[config.mk]
export PLATFORM = sky130hd
export DESIGN_NAME = dual_rail_alu
export DESIGN_NICKNAME = d
export VERILOG_FILES = /design/src/rtl/dual_rail_pkg.sv /design/src/rtl/rail_ctrl.sv /design/src/rtl/rail_datapath.sv /design/src/rtl/dual_rail_alu.sv
export SDC_FILE = /design/constraint.sdc
export NUM_CORES = 1
export LEC_CHECK = 0
export ABC_AREA = 1
export BUFFER_PORTS_ARGS = -buffer_cell sky130_fd_sc_hd__buf_2
export CAP_MARGIN = 5
export CORE_MARGIN = 2
export CORE_UTILIZATION = 40
export DETAILED_ROUTE_END_ITERATION = 10
export GPL_TIMING_DRIVEN = 0
export PLACE_DENSITY = 0.65
export SYNTH_ARGS = -nofsm -noshare
export SYNTH_HDL_FRONTEND = slang
export SYNTH_SLANG_ARGS = --single-unit
[constraint.sdc]
create_clock -name clk -period 1.2 [get_ports clk]
set_clock_uncertainty 0.1 [all_clocks]
set_input_delay 0 -clock clk [delete_from_list [all_inputs] [get_ports clk]]
set_output_delay 0 -clock clk [all_outputs]
set_load 0.1 [all_outputs]
[src/rtl/dual_rail_pkg.sv]
package dual_rail_pkg;

  typedef enum logic [1:0] {
    OP_PLAIN_AND = 2'b00,
    OP_PLAIN_OR  = 2'b01,
    OP_BAL_AND   = 2'b10,
    OP_BAL_OR    = 2'b11
  } railOp_e;

  // strobes from control to datapath
  typedef struct packed {
    logic capture;    // latch operands of a balanced request
    logic precharge;  // clear result register
    logic plainWr;    // write plain result
    logic balWr;      // write balanced result
  } railStrb_t;

endpackage

[src/rtl/rail_ctrl.sv]
module rail_ctrl
  import dual_rail_pkg::*;
(
  input  logic      clk,
  input  logic      rstN,
  input  logic      inValid,
  input  logic      isBal,
  output railStrb_t strb
);

  typedef enum logic {ST_IDLE, ST_EVAL} ctrlSt_e;
  ctrlSt_e state, stateNxt;

  always_comb begin
    strb     = '0;
    stateNxt = state;
    unique case (state)
      ST_IDLE: begin
        if (inValid && isBal) begin
          strb.capture   = 1'b1;
          strb.precharge = 1'b1;
          stateNxt       = ST_EVAL;
        end else if (inValid) begin
          strb.plainWr   = 1'b1;
        end
      end
      ST_EVAL: begin
        strb.balWr = 1'b1;
        stateNxt   = ST_IDLE;
      end
      default: stateNxt = ST_IDLE;
    endcase
  end

  always_ff @(posedge clk or negedge rstN) begin
    if (!rstN) state <= ST_IDLE;
    else       state <= stateNxt;
  end


  prech_then_eval_chk: assert property (@(posedge clk) disable iff (!rstN)
    strb.precharge |=> strb.balWr);

endmodule

[src/rtl/rail_datapath.sv]
module rail_datapath
  import dual_rail_pkg::*;
#(
  parameter int HALF_W = 16
) (
  input  logic                  clk,
  input  logic                  rstN,
  input  railStrb_t             strb,
  input  logic                  selOr,
  input  logic [2*HALF_W-1:0]   opA,
  input  logic [2*HALF_W-1:0]   opB,
  output logic [2*HALF_W-1:0]   resData,
  output logic                  resValid,
  output logic                  encErr
);

  localparam int WORD_W = 2 * HALF_W;

  logic [WORD_W-1:0] holdA, holdB;
  logic              holdOr;
  logic [HALF_W-1:0] dirRes, cmpRes, badA, badB;
  logic [WORD_W-1:0] plainRes;

  always_ff @(posedge clk or negedge rstN) begin
    if (!rstN) begin
      holdA  <= '0;
      holdB  <= '0;
      holdOr <= 1'b0;
    end else if (strb.capture) begin
      holdA  <= opA;
      holdB  <= opB;
      holdOr <= selOr;
    end
  end

  // one complementary gate pair per bit slice
  for (genvar i = 0; i < HALF_W; i++) begin : g_slice
    logic dA, dB, cA, cB;
    assign dA = holdA[HALF_W+i];
    assign dB = holdB[HALF_W+i];
    assign cA = holdA[i];
    assign cB = holdB[i];
    assign dirRes[i] = holdOr ? (dA | dB) : (dA & dB);
    assign cmpRes[i] = holdOr ? (cA & cB) : (cA | cB);
    assign badA[i]   = ~(dA ^ cA);
    assign badB[i]   = ~(dB ^ cB);
  end

  assign plainRes = selOr ? (opA | opB) : (opA & opB);

  always_ff @(posedge clk or negedge rstN) begin
    if (!rstN) begin
      resData  <= '0;
      resValid <= 1'b0;
      encErr   <= 1'b0;
    end else begin
      resValid <= strb.plainWr | strb.balWr;
      encErr   <= 1'b0;
      if (strb.precharge) begin
        resData <= '0;
      end else if (strb.plainWr) begin
        resData <= plainRes;
      end else if (strb.balWr) begin
        resData <= {dirRes, cmpRes};
        encErr  <= |(badA | badB);
      end
    end
  end


  prech_zero_chk: assert property (@(posedge clk) disable iff (!rstN)
    strb.precharge |=> (resData == '0) && !resValid);


  rail_compl_chk: assert property (@(posedge clk) disable iff (!rstN)
    (strb.balWr && !(|(badA | badB))) |=>
      (resData[WORD_W-1:HALF_W] == ~resData[HALF_W-1:0]));


  hold_frozen_chk: assert property (@(posedge clk) disable iff (!rstN)
    strb.balWr |=> $stable(holdA) && $stable(holdB) && $stable(holdOr));


  err_with_valid_chk: assert property (@(posedge clk) disable iff (!rstN)
    encErr |-> resValid);

endmodule

[src/rtl/dual_rail_alu.sv]
module dual_rail_alu
  import dual_rail_pkg::*;
#(
  parameter int HALF_W = 16
) (
  input  logic                clk,
  input  logic                rstN,
  input  logic                inValid,
  input  logic [1:0]          inOp,
  input  logic [2*HALF_W-1:0] opA,
  input  logic [2*HALF_W-1:0] opB,
  output logic [2*HALF_W-1:0] resData,
  output logic                resValid,
  output logic                encErr
);

  railStrb_t strb;

  rail_ctrl i_ctrl (
    .clk     (clk),
    .rstN    (rstN),
    .inValid (inValid),
    .isBal   (inOp[1]),
    .strb    (strb)
  );

  rail_datapath #(.HALF_W(HALF_W)) i_dp (
    .clk      (clk),
    .rstN     (rstN),
    .strb     (strb),
    .selOr    (inOp[0]),
    .opA      (opA),
    .opB      (opB),
    .resData  (resData),
    .resValid (resValid),
    .encErr   (encErr)
  );

endmodule

# Word level (Yosys, flattened, before mapping)
# Cells that the tools add are included.
[totals] ff_bits=100 input_bits=69 latch_bits=0 word_cells=189 ramBits=0 romBits=0 output_inout_bits=34 n_memories=0
[classes] multipliers=0 n_eq_ne=0 reduce_logical=3 addsub=0 div=0 order_cmp=0 n_shift=0 bitwise=133 mux=46
[ops] cell="two-way mux 32 bit" n=4
[ops] cell="two-way mux 1 bit" n=39
[ops] cell="NOT 1 bit" n=33
[ops] cell="bitwise OR 1 bit" n=33
[ops] cell="bitwise AND 1 bit" n=32
[ops] cell="bitwise AND 32 bit" n=1
[ops] cell="bitwise OR 32 bit" n=1
[ops] cell="XOR 1 bit" n=32
[ops] cell="bitwise OR 16 bit" n=1
[ops] cell="OR reduction 16 bit" n=1
[ops] cell="two-way mux 3 bit" n=1
[ops] cell="nonzero test 3 bit" n=1
[ops] cell="two-way mux 2 bit" n=1
[ops] cell="case mux 1 bit (2 select lines)" n=1
[ops] cell="logical AND 1 bit" n=1

# Logic depth before layout (Yosys ltp)
# Gate-level depths: netlist of run 1.
[logic_depth] depth_word=7 mapped_depth=8 depth_no_buf=8

# Hierarchy
# From an unflattened synthesis of run 1, not the netlist that was laid out.
[hier_totals] hier_cells=733 area_unflattened_um2=5444.0
[by_module_without_submodules] module="rail_datapath" cells_each=724 instances=1 area_each_um2=5377.7 seq_area_each_um2=2477.4
[by_module_without_submodules] module="rail_ctrl" cells_each=9 instances=1 area_each_um2=66.3 seq_area_each_um2=25.0

# Worst setup path after synthesis of run 1
# OpenSTA, ideal clock, no wires.
[synth_path] path_type="register to register" startpoint="register, netlist name i_dp.resData[10]" endpoint="register i_dp.resData[10]" arrival_ns=1.182 synth_period_minus_slack_ns=1.365 path_stages_with_launch=3 path_buffers=0 path_slack_ns=-0.165 setup_ns=0.083 t_required_ns=1.017 path_cell_list="dfrtp_1 > a22oi_1 > o21ai_0"
[synth_rtl] element="to (signal assigned)" line="rail_datapath.sv:62" rtl="resData <= plainRes;"
[synth_rtl] element="to (signal assigned)" line="rail_datapath.sv:64" rtl="resData <= {dirRes, cmpRes};"
[synth_rtl] element="to (decl)" line="rail_datapath.sv:12" rtl="output logic [2*HALF_W-1:0] resData,"

# Worst setup path in the final report of run 1
[layout_path] startpoint="register i_ctrl.state" endpoint="register i_dp.holdB[20]"
[layout_between] elab_chain_cells=1
[layout_lines] element="from (decl)" line="rail_ctrl.sv:12" rtl="ctrlSt_e state, stateNxt;"
[layout_lines] element="from (signal assigned)" line="rail_ctrl.sv:37" rtl="else state <= stateNxt;"
[layout_lines] element="two-way mux 3 bit" line="rail_ctrl.sv:17" rtl="unique case (state)"
[layout_lines] element="to (signal assigned)" line="rail_datapath.sv:31" rtl="holdB <= opB;"
[layout_lines] element="to (decl)" line="rail_datapath.sv:19" rtl="logic [WORD_W-1:0] holdA, holdB;"
# Every way passes these cells.
# A chain may end at the register's enable or synchronous reset.

==> results of run 1 <==
kinds of logic (layout without fill, tap and decap cells):
| kind of cell | Yosys count | count (layout) | share of synthesized area |
|---|---|---|---|
| AOI/OAI and AO/OA | 202 | 202 | 0.220 |
| xor gates and xnor gates | 4 | 4 | 0.00688 |
| buffers and inverters | 98 | 309 | 0.0779 |
| DFF | 100 | 100 | 0.492 |
| and+or+nand+nor | 272 | 273 | 0.203 |
state kept, by name, indices dropped and copies added, names as in the netlist:
signal         flops
i_dp.holdA        32
i_dp.holdB        32
i_dp.resData      32
i_ctrl.state       1
i_dp.encErr        1
i_dp.holdOr        1
i_dp.resValid      1
through the flow:
stage          cell area [um2]  setup TNS (ps)
5_1_grt                   7720          -20220
3_5_place_dp              5880          -33450
2_1_floorplan             5130           -1850
4_1_cts                   7420          -11480
3_3_place_gp              5850         -147280
6_report                  7720          -14550
per-layer routing:
metal | wire, um | track usage
met5 | 0 | 0
met4 | 623 | 0.122
met1 | 7680 | 0.367
met2 | 9060 | 0.450
met3 | 1400 | 0.0520
worst max-delay path, stage by stage, from the launching register on:
cell and delay [ps]:
dfrtp_2 470, inv_4 110, nand3_4 120, inv_4 100
buf_8 120, buf_12 100, buf_16 120, nand2_2 40
nand2_1 50
final timing paths:
| check | cells past startpoint | slack (ps) | to |
|---|---|---|---|
| worst max-delay path | 8 | -200 | i_dp.holdB[20] |
| worst min-delay path | 2 | 30 | i_dp.holdB[19] |
| worst max register to register | 8 | -200 | i_dp.holdB[20] |
| worst min register to register | 2 | 400 | i_dp.resData[23] |
| max in group asynchronous | 3 | 250 | i_dp.resData[11] |
| min in group clk | 3 | 40 | i_dp.resData[0] |
Yosys cell counts:
cell | n | area share
buf_6 | 1 | 0.0022
buf_4 | 1 | 0.0015
buf_2 | 14 | 0.014
xor2_1 | 4 | 0.0069
o21ai_0 | 110 | 0.11
inv_2 | 3 | 0.0022
nand3_2 | 1 | 0.0020
inv_1 | 64 | 0.047
o221ai_1 | 23 | 0.040
nand3_1 | 1 | 0.00098
nor3_2 | 1 | 0.0020
o21ai_1 | 4 | 0.0039
a22oi_1 | 9 | 0.013
a21oi_1 | 56 | 0.055
dfrtp_1 | 100 | 0.49
clkbuf_1 | 15 | 0.011
nand2_1 | 232 | 0.17
nor2_1 | 37 | 0.027
timing repair:
action                                  in CTS  in global routing
setup buffers                               20                  3
cloned                                       3                  2
endpoints found under the setup margin     134                 99
endpoints found under the hold margin      197                  2
resized for setup                          141                 92
pin swaps                                   10                  8
hold buffers                                66                  1
power groups by stage:
stage / combinational [mW] / sequential [mW] / clock, mW
global route: 4.24 / 4.42 / 3.22
CTS: 3.72 / 4.33 / 3.11
finish: 3.96 / 4.36 / 3.07
floorplan: 1.16 / 5.48 / 0
detailed placement: 3.18 / 4.38 / 0
global placement: 3.12 / 4.36 / 0
area by class of cell:
class	count	area, um2
Buffer	30	347
Clock buffer	11	243
Clock inverter	5	61.3
Fill cell	1085	4800
Inverter	67	256
Multi-Input combinational cell	479	2470
Sequential cell	100	2530
Tap cell	172	215
Timing Repair Buffer	196	1600
==> summary.txt, run 1 <==
Status
  – Status: finished with violations
  – Failing checks: negative setup slack

Hold path
  – Hold Crit Class: input port to async pin

GRT
  – Total track usage: 0.278
  – Largest net degree at the start of global routing: 69
  – Global-route wire length before repair: around 28000 um
  – Initial antenna violation count: 0
  – Number of global-route vias before repair: approximately 5500
  – Grt ovf: 0

Clock tree
  – # H-tree levels: 3
  – Clk Latency, worst-skew pair: 370 ps
  – Max clock buf depth: 2
  – Clock sinks: 100
  – CTS Buf Count: 9
  – Root Buffer: clkbuf_16
  – Clk pin slew, worst setup/hold paths: about 70 ps
  – CTS tree: done

Pwr
  – Logic pwr share: 0.348
  – Internal: approximately 6.9 mW
  – Sw Pwr: ~4.5 mW
  – Switching Fraction: 0.398
  – Pleak: roughly 3.8 nW
  – Clk pwr share: 0.269
  – Final Power: 11.4 mW
  – PD cells: 1480 nW/um2
  – Maximum vdd drop: ~0.94 mV
  – Flop pwr share: 0.383

Yosys
  – Ys Warns: 0
  – Seq/Total Area, Yosys: 0.492
  – Synthesized area: approximately 5100 um2
  – Mapped Nets: 745
  – Library cells used by synthesis: 18
  – FF+latch count, synth: 100
  – Syn Inst Count: 676
  – Avg Cell Area, Syn: around 7.5 um2

Detailed routing
  – Vias per cell: 5.39
  – WL/cell: between 15 and 20 um
  – 1st-iter DRT viols: about 600
  – DR pass1 iterations: 5
  – Routed WL: 18800 um
  – ANT nets after route: 0
  – Vias: roughly 5700
  – Drt drc: 0

Die
  – DIE AREA: around 14000 um2
  – Initial Util: 0.407
  – Core area: 12500 um2
  – Num ports: between 100 and 150
  – Die W: about 120 um
  – Rows: 41
  – Die Y: around 120 um

Place
  – Port-buffer cells: about 100
  – Placed Cells: 950
  – Hpwl dp: about 11000 um
  – Place WS: -584 ps
  – Final Wtd Congestion: between 0.8 and 0.9

Cells and area
  – Number of antenna diodes: 0
  – Nets: between 900 and 1000
  – Final non-filler cell total: roughly 1100
  – Most common cell after layout, fill and taps aside: nand2_1
  – Layout cells sized above 1: 0.293
  – Commonest non-fill, non-tap cells in the layout: nand2_1 (203), dfrtp_1 (79), buf_2 (68)
  – Core Util, Final: 0.617
  – Layout area overhead: 51.7%

Timing
  – Post-route minimum period: about 1400 ps
  – Relative slew slack: 0.502
  – Tightest Pin Transition: approximately 750 ps
  – Final setup margin: -200 ps
  – Final Hold Vio Count: 0
  – RSZ-0062 raised after global routing: true
  – Final hold slack: about 34 ps
  – Fmax: roughly 710 MHz
  – Final slew viol count: 0
  – Tcrit/Tclk final: 1.17
  – Setup-failing EPs final: 99

Critical path
  – Worst r2r src: i_ctrl.state
  – Worst-path fanout max: 5
  – CP Class: flip-flop to flip-flop
  – CP startpoint kind: flip-flop
  – Worst EP required: ~1400 ps
  – CP startpoint: i_ctrl.state
  – CP endpoint kind: flip-flop
  – CP arrival: between 1500 and 2000 ps

Job
  – Max_cap viols: 0
(Power assumes the default switching activity.)
==> run 2: changes to the inputs <==
--- a/config.mk
+++ b/config.mk
@@ -10,6 +10,7 @@
 export CAP_MARGIN = 5
 export CORE_MARGIN = 2
 export CORE_UTILIZATION = 40
+export CTS_BUF_LIST = sky130_fd_sc_hd__clkbuf_4 sky130_fd_sc_hd__clkbuf_8 sky130_fd_sc_hd__clkbuf_16
 export DETAILED_ROUTE_END_ITERATION = 10
 export GPL_TIMING_DRIVEN = 0
 export PLACE_DENSITY = 0.65
==> summary.txt, run 2 (same netlist as run 1, synthesis figures left out) <==
Clock tree
  – CTS Buf Count: 9 (unchanged)
  – Max clock buf depth: 2 (unchanged)
  – # H-tree levels: 3 (unchanged)
  – Root Buffer: clkbuf_16
  – CTS tree: done
  – Clk pin slew, worst setup/hold paths: 70 ps (about the same)
  – Clock sinks: 100 (unchanged)
  – Clk Latency, worst-skew pair: 370 ps (about the same)

Detailed routing
  – Vias: 5764 (+0.82%)
  – DR top layer: met4
  – 1st-iter DRT viols: 519 (-14%)
  – Met2 routed WL: 9160 um (+1.1%)
  – Vias per cell: 5.44 (+0.82%)
  – ANT nets after route: 0 (unchanged)
  – Wire length on met3: 1350 um (-3.7%)
  – WL/cell: 17.7 um (+0.22%)
  – DR pass1 iterations: 6 (+1)
  – Routed WL: 18800 um (+0.22%)
  – DRT met1 WL: 7680 um (about the same)
  – Drt drc: 0 (unchanged)

Timing
  – Post-route minimum period: 1400 ps (-1.08 ps)
  – Final hold slack: 33.4 ps (-0.403 ps)
  – RSZ-0062 raised after global routing: true
  – Final Hold Vio Count: 0 (unchanged)
  – Tightest Pin Transition: 735 ps (-11.4 ps)
  – Final setup margin: -199 ps (+1.08 ps)
  – Tcrit/Tclk final: 1.17 (about the same)
  – Relative slew slack: 0.510 (+0.00762)
  – Final slew viol count: 0 (unchanged)
  – Fmax: 715 MHz (about the same)
  – Setup-failing EPs final: 99 (unchanged)

Die
  – Die W: 117 um (unchanged)
  – Die Y: 117 um (unchanged)
  – DIE AREA: 13600 um2 (unchanged)
  – Num ports: 103 (unchanged)
  – Rows: 41 (unchanged)
  – Core area: 12500 um2 (unchanged)
  – Initial Util: 0.407 (unchanged)

Status
  – Failing checks: negative setup slack
  – Status: finished with violations

GRT
  – Number of global-route vias before repair: 5495 (unchanged)
  – Grt ovf: 0 (unchanged)
  – Global-route wire length before repair: 28400 um (unchanged)
  – Initial antenna violation count: 0 (unchanged)
  – Total track usage: 0.278 (unchanged)
  – Largest net degree at the start of global routing: 69 (unchanged)

Pwr
  – PD cells: 1480 nW/um2 (+0.20%)
  – Pleak: 3.79 nW (about the same)
  – Maximum vdd drop: 0.945 mV (+0.70%)

Place
  – Hpwl dp: 11200 um (unchanged)
  – Final Wtd Congestion: 0.894 (unchanged)
  – Port-buffer cells: 101 (unchanged)

Critical path
  – CP Class: flip-flop to flip-flop
  – Worst EP required: 1410 ps (about the same)
  – CP endpoint kind: flip-flop
  – Worst-path fanout max: 5 (unchanged)
  – CP arrival: 1610 ps (about the same)
  – CP startpoint kind: flip-flop
  – Reg2Reg Depth: 8 (unchanged)

Hold path
  – Hold Crit Class: input port to async pin

Cells and area
  – Layout cells sized above 1: 0.294 (+0.00113)
  – Commonest non-fill, non-tap cells in the layout: nand2_1 (203), dfrtp_1 (79), buf_2 (68)
  – Layout area overhead: 51.7% (about the same)
  – Number of antenna diodes: 0 (unchanged)
  – Fill cell count: 1087 (+0.18%)
  – Most common cell after layout, fill and taps aside: nand2_1
  – Core Util, Final: 0.617 (about the same)
  – Nets: 952 (unchanged)
  – Largest regs: i_dp.holdA (32), i_dp.holdB (32), i_dp.resData (32)

Job
  – Max_cap viols: 0 (unchanged)
[run 2: layout make-up]
class | instances | area (um2) | area share
Tap cell | 172 | 215 | 0.0279
Multi-Input combinational cell | 479 | 2470 | 0.320
Clock buffer | 11 | 246 | 0.0319
Timing Repair Buffer | 196 | 1600 | 0.207
Inverter | 67 | 256 | 0.0332
Sequential cell | 100 | 2530 | 0.328
Buffer | 30 | 347 | 0.0449
Clock inverter | 5 | 61.3 | 0.00794
[run 2: critical path, cell delays in order, from the launching register on]
cell,delay (ps)
dfrtp_2,470
inv_4,110
nand3_4,120
inv_4,100
buf_8,120
buf_12,100
buf_16,120
nand2_2,40
nand2_1,50
[run 2: report_power, final]
part / switching [mW] / internal [mW] / total (mW)
Clock: 1.39 / 1.71 / 3.10
Combinational: 2.68 / 1.29 / 3.96
Sequential: 0.475 / 3.89 / 4.36
[run 2: final timing paths]
path	startpoint	end	slack, ps
worst min register to register	i_dp.resData[23]	i_dp.resData[23]	400
worst min-delay path	rstN	i_dp.holdB[19]	30
min in group clk	inOp[0]	i_dp.resData[0]	30
worst max register to register	i_ctrl.state	i_dp.holdB[11]	-200
worst max-delay path	i_ctrl.state	i_dp.holdB[11]	-200
max in group asynchronous	rstN	i_dp.resData[11]	260
[run 2: timing repair]
item                                    in CTS  in global routing
setup buffers                               20                  3
resized for setup                          141                 92
hold endpoints to repair                   197                  2
pin swaps                                   10                  8
hold buffers                                66                  1
gates cloned                                 3                  2
endpoints found under the setup margin     134                 99
[run 2: per-stage QoR]
step / total power, mW / instances / setup TNS [ps] / area (um2) / worst slack [ps]
after CTS: 11.2 / 1055 / -11490 / 7420 / -151
after global routing: 11.9 / 1060 / -20220 / 7720 / -256
after detailed placement: 7.57 / 950 / -33450 / 5880 / -584
after floorplan: 6.64 / 676 / -1850 / 5130 / -81.8
final: 11.4 / 1060 / -14620 / 7720 / -199
after global placement: 7.49 / 949 / -147280 / 5850 / -1330
[run 2: layer usage]
metal,GRT usage,vias to the layer above
met3,0.0520,45
met5,0,-
met1,0.367,2790
met2,0.450,292
met4,0.122,0
li1,-,2637
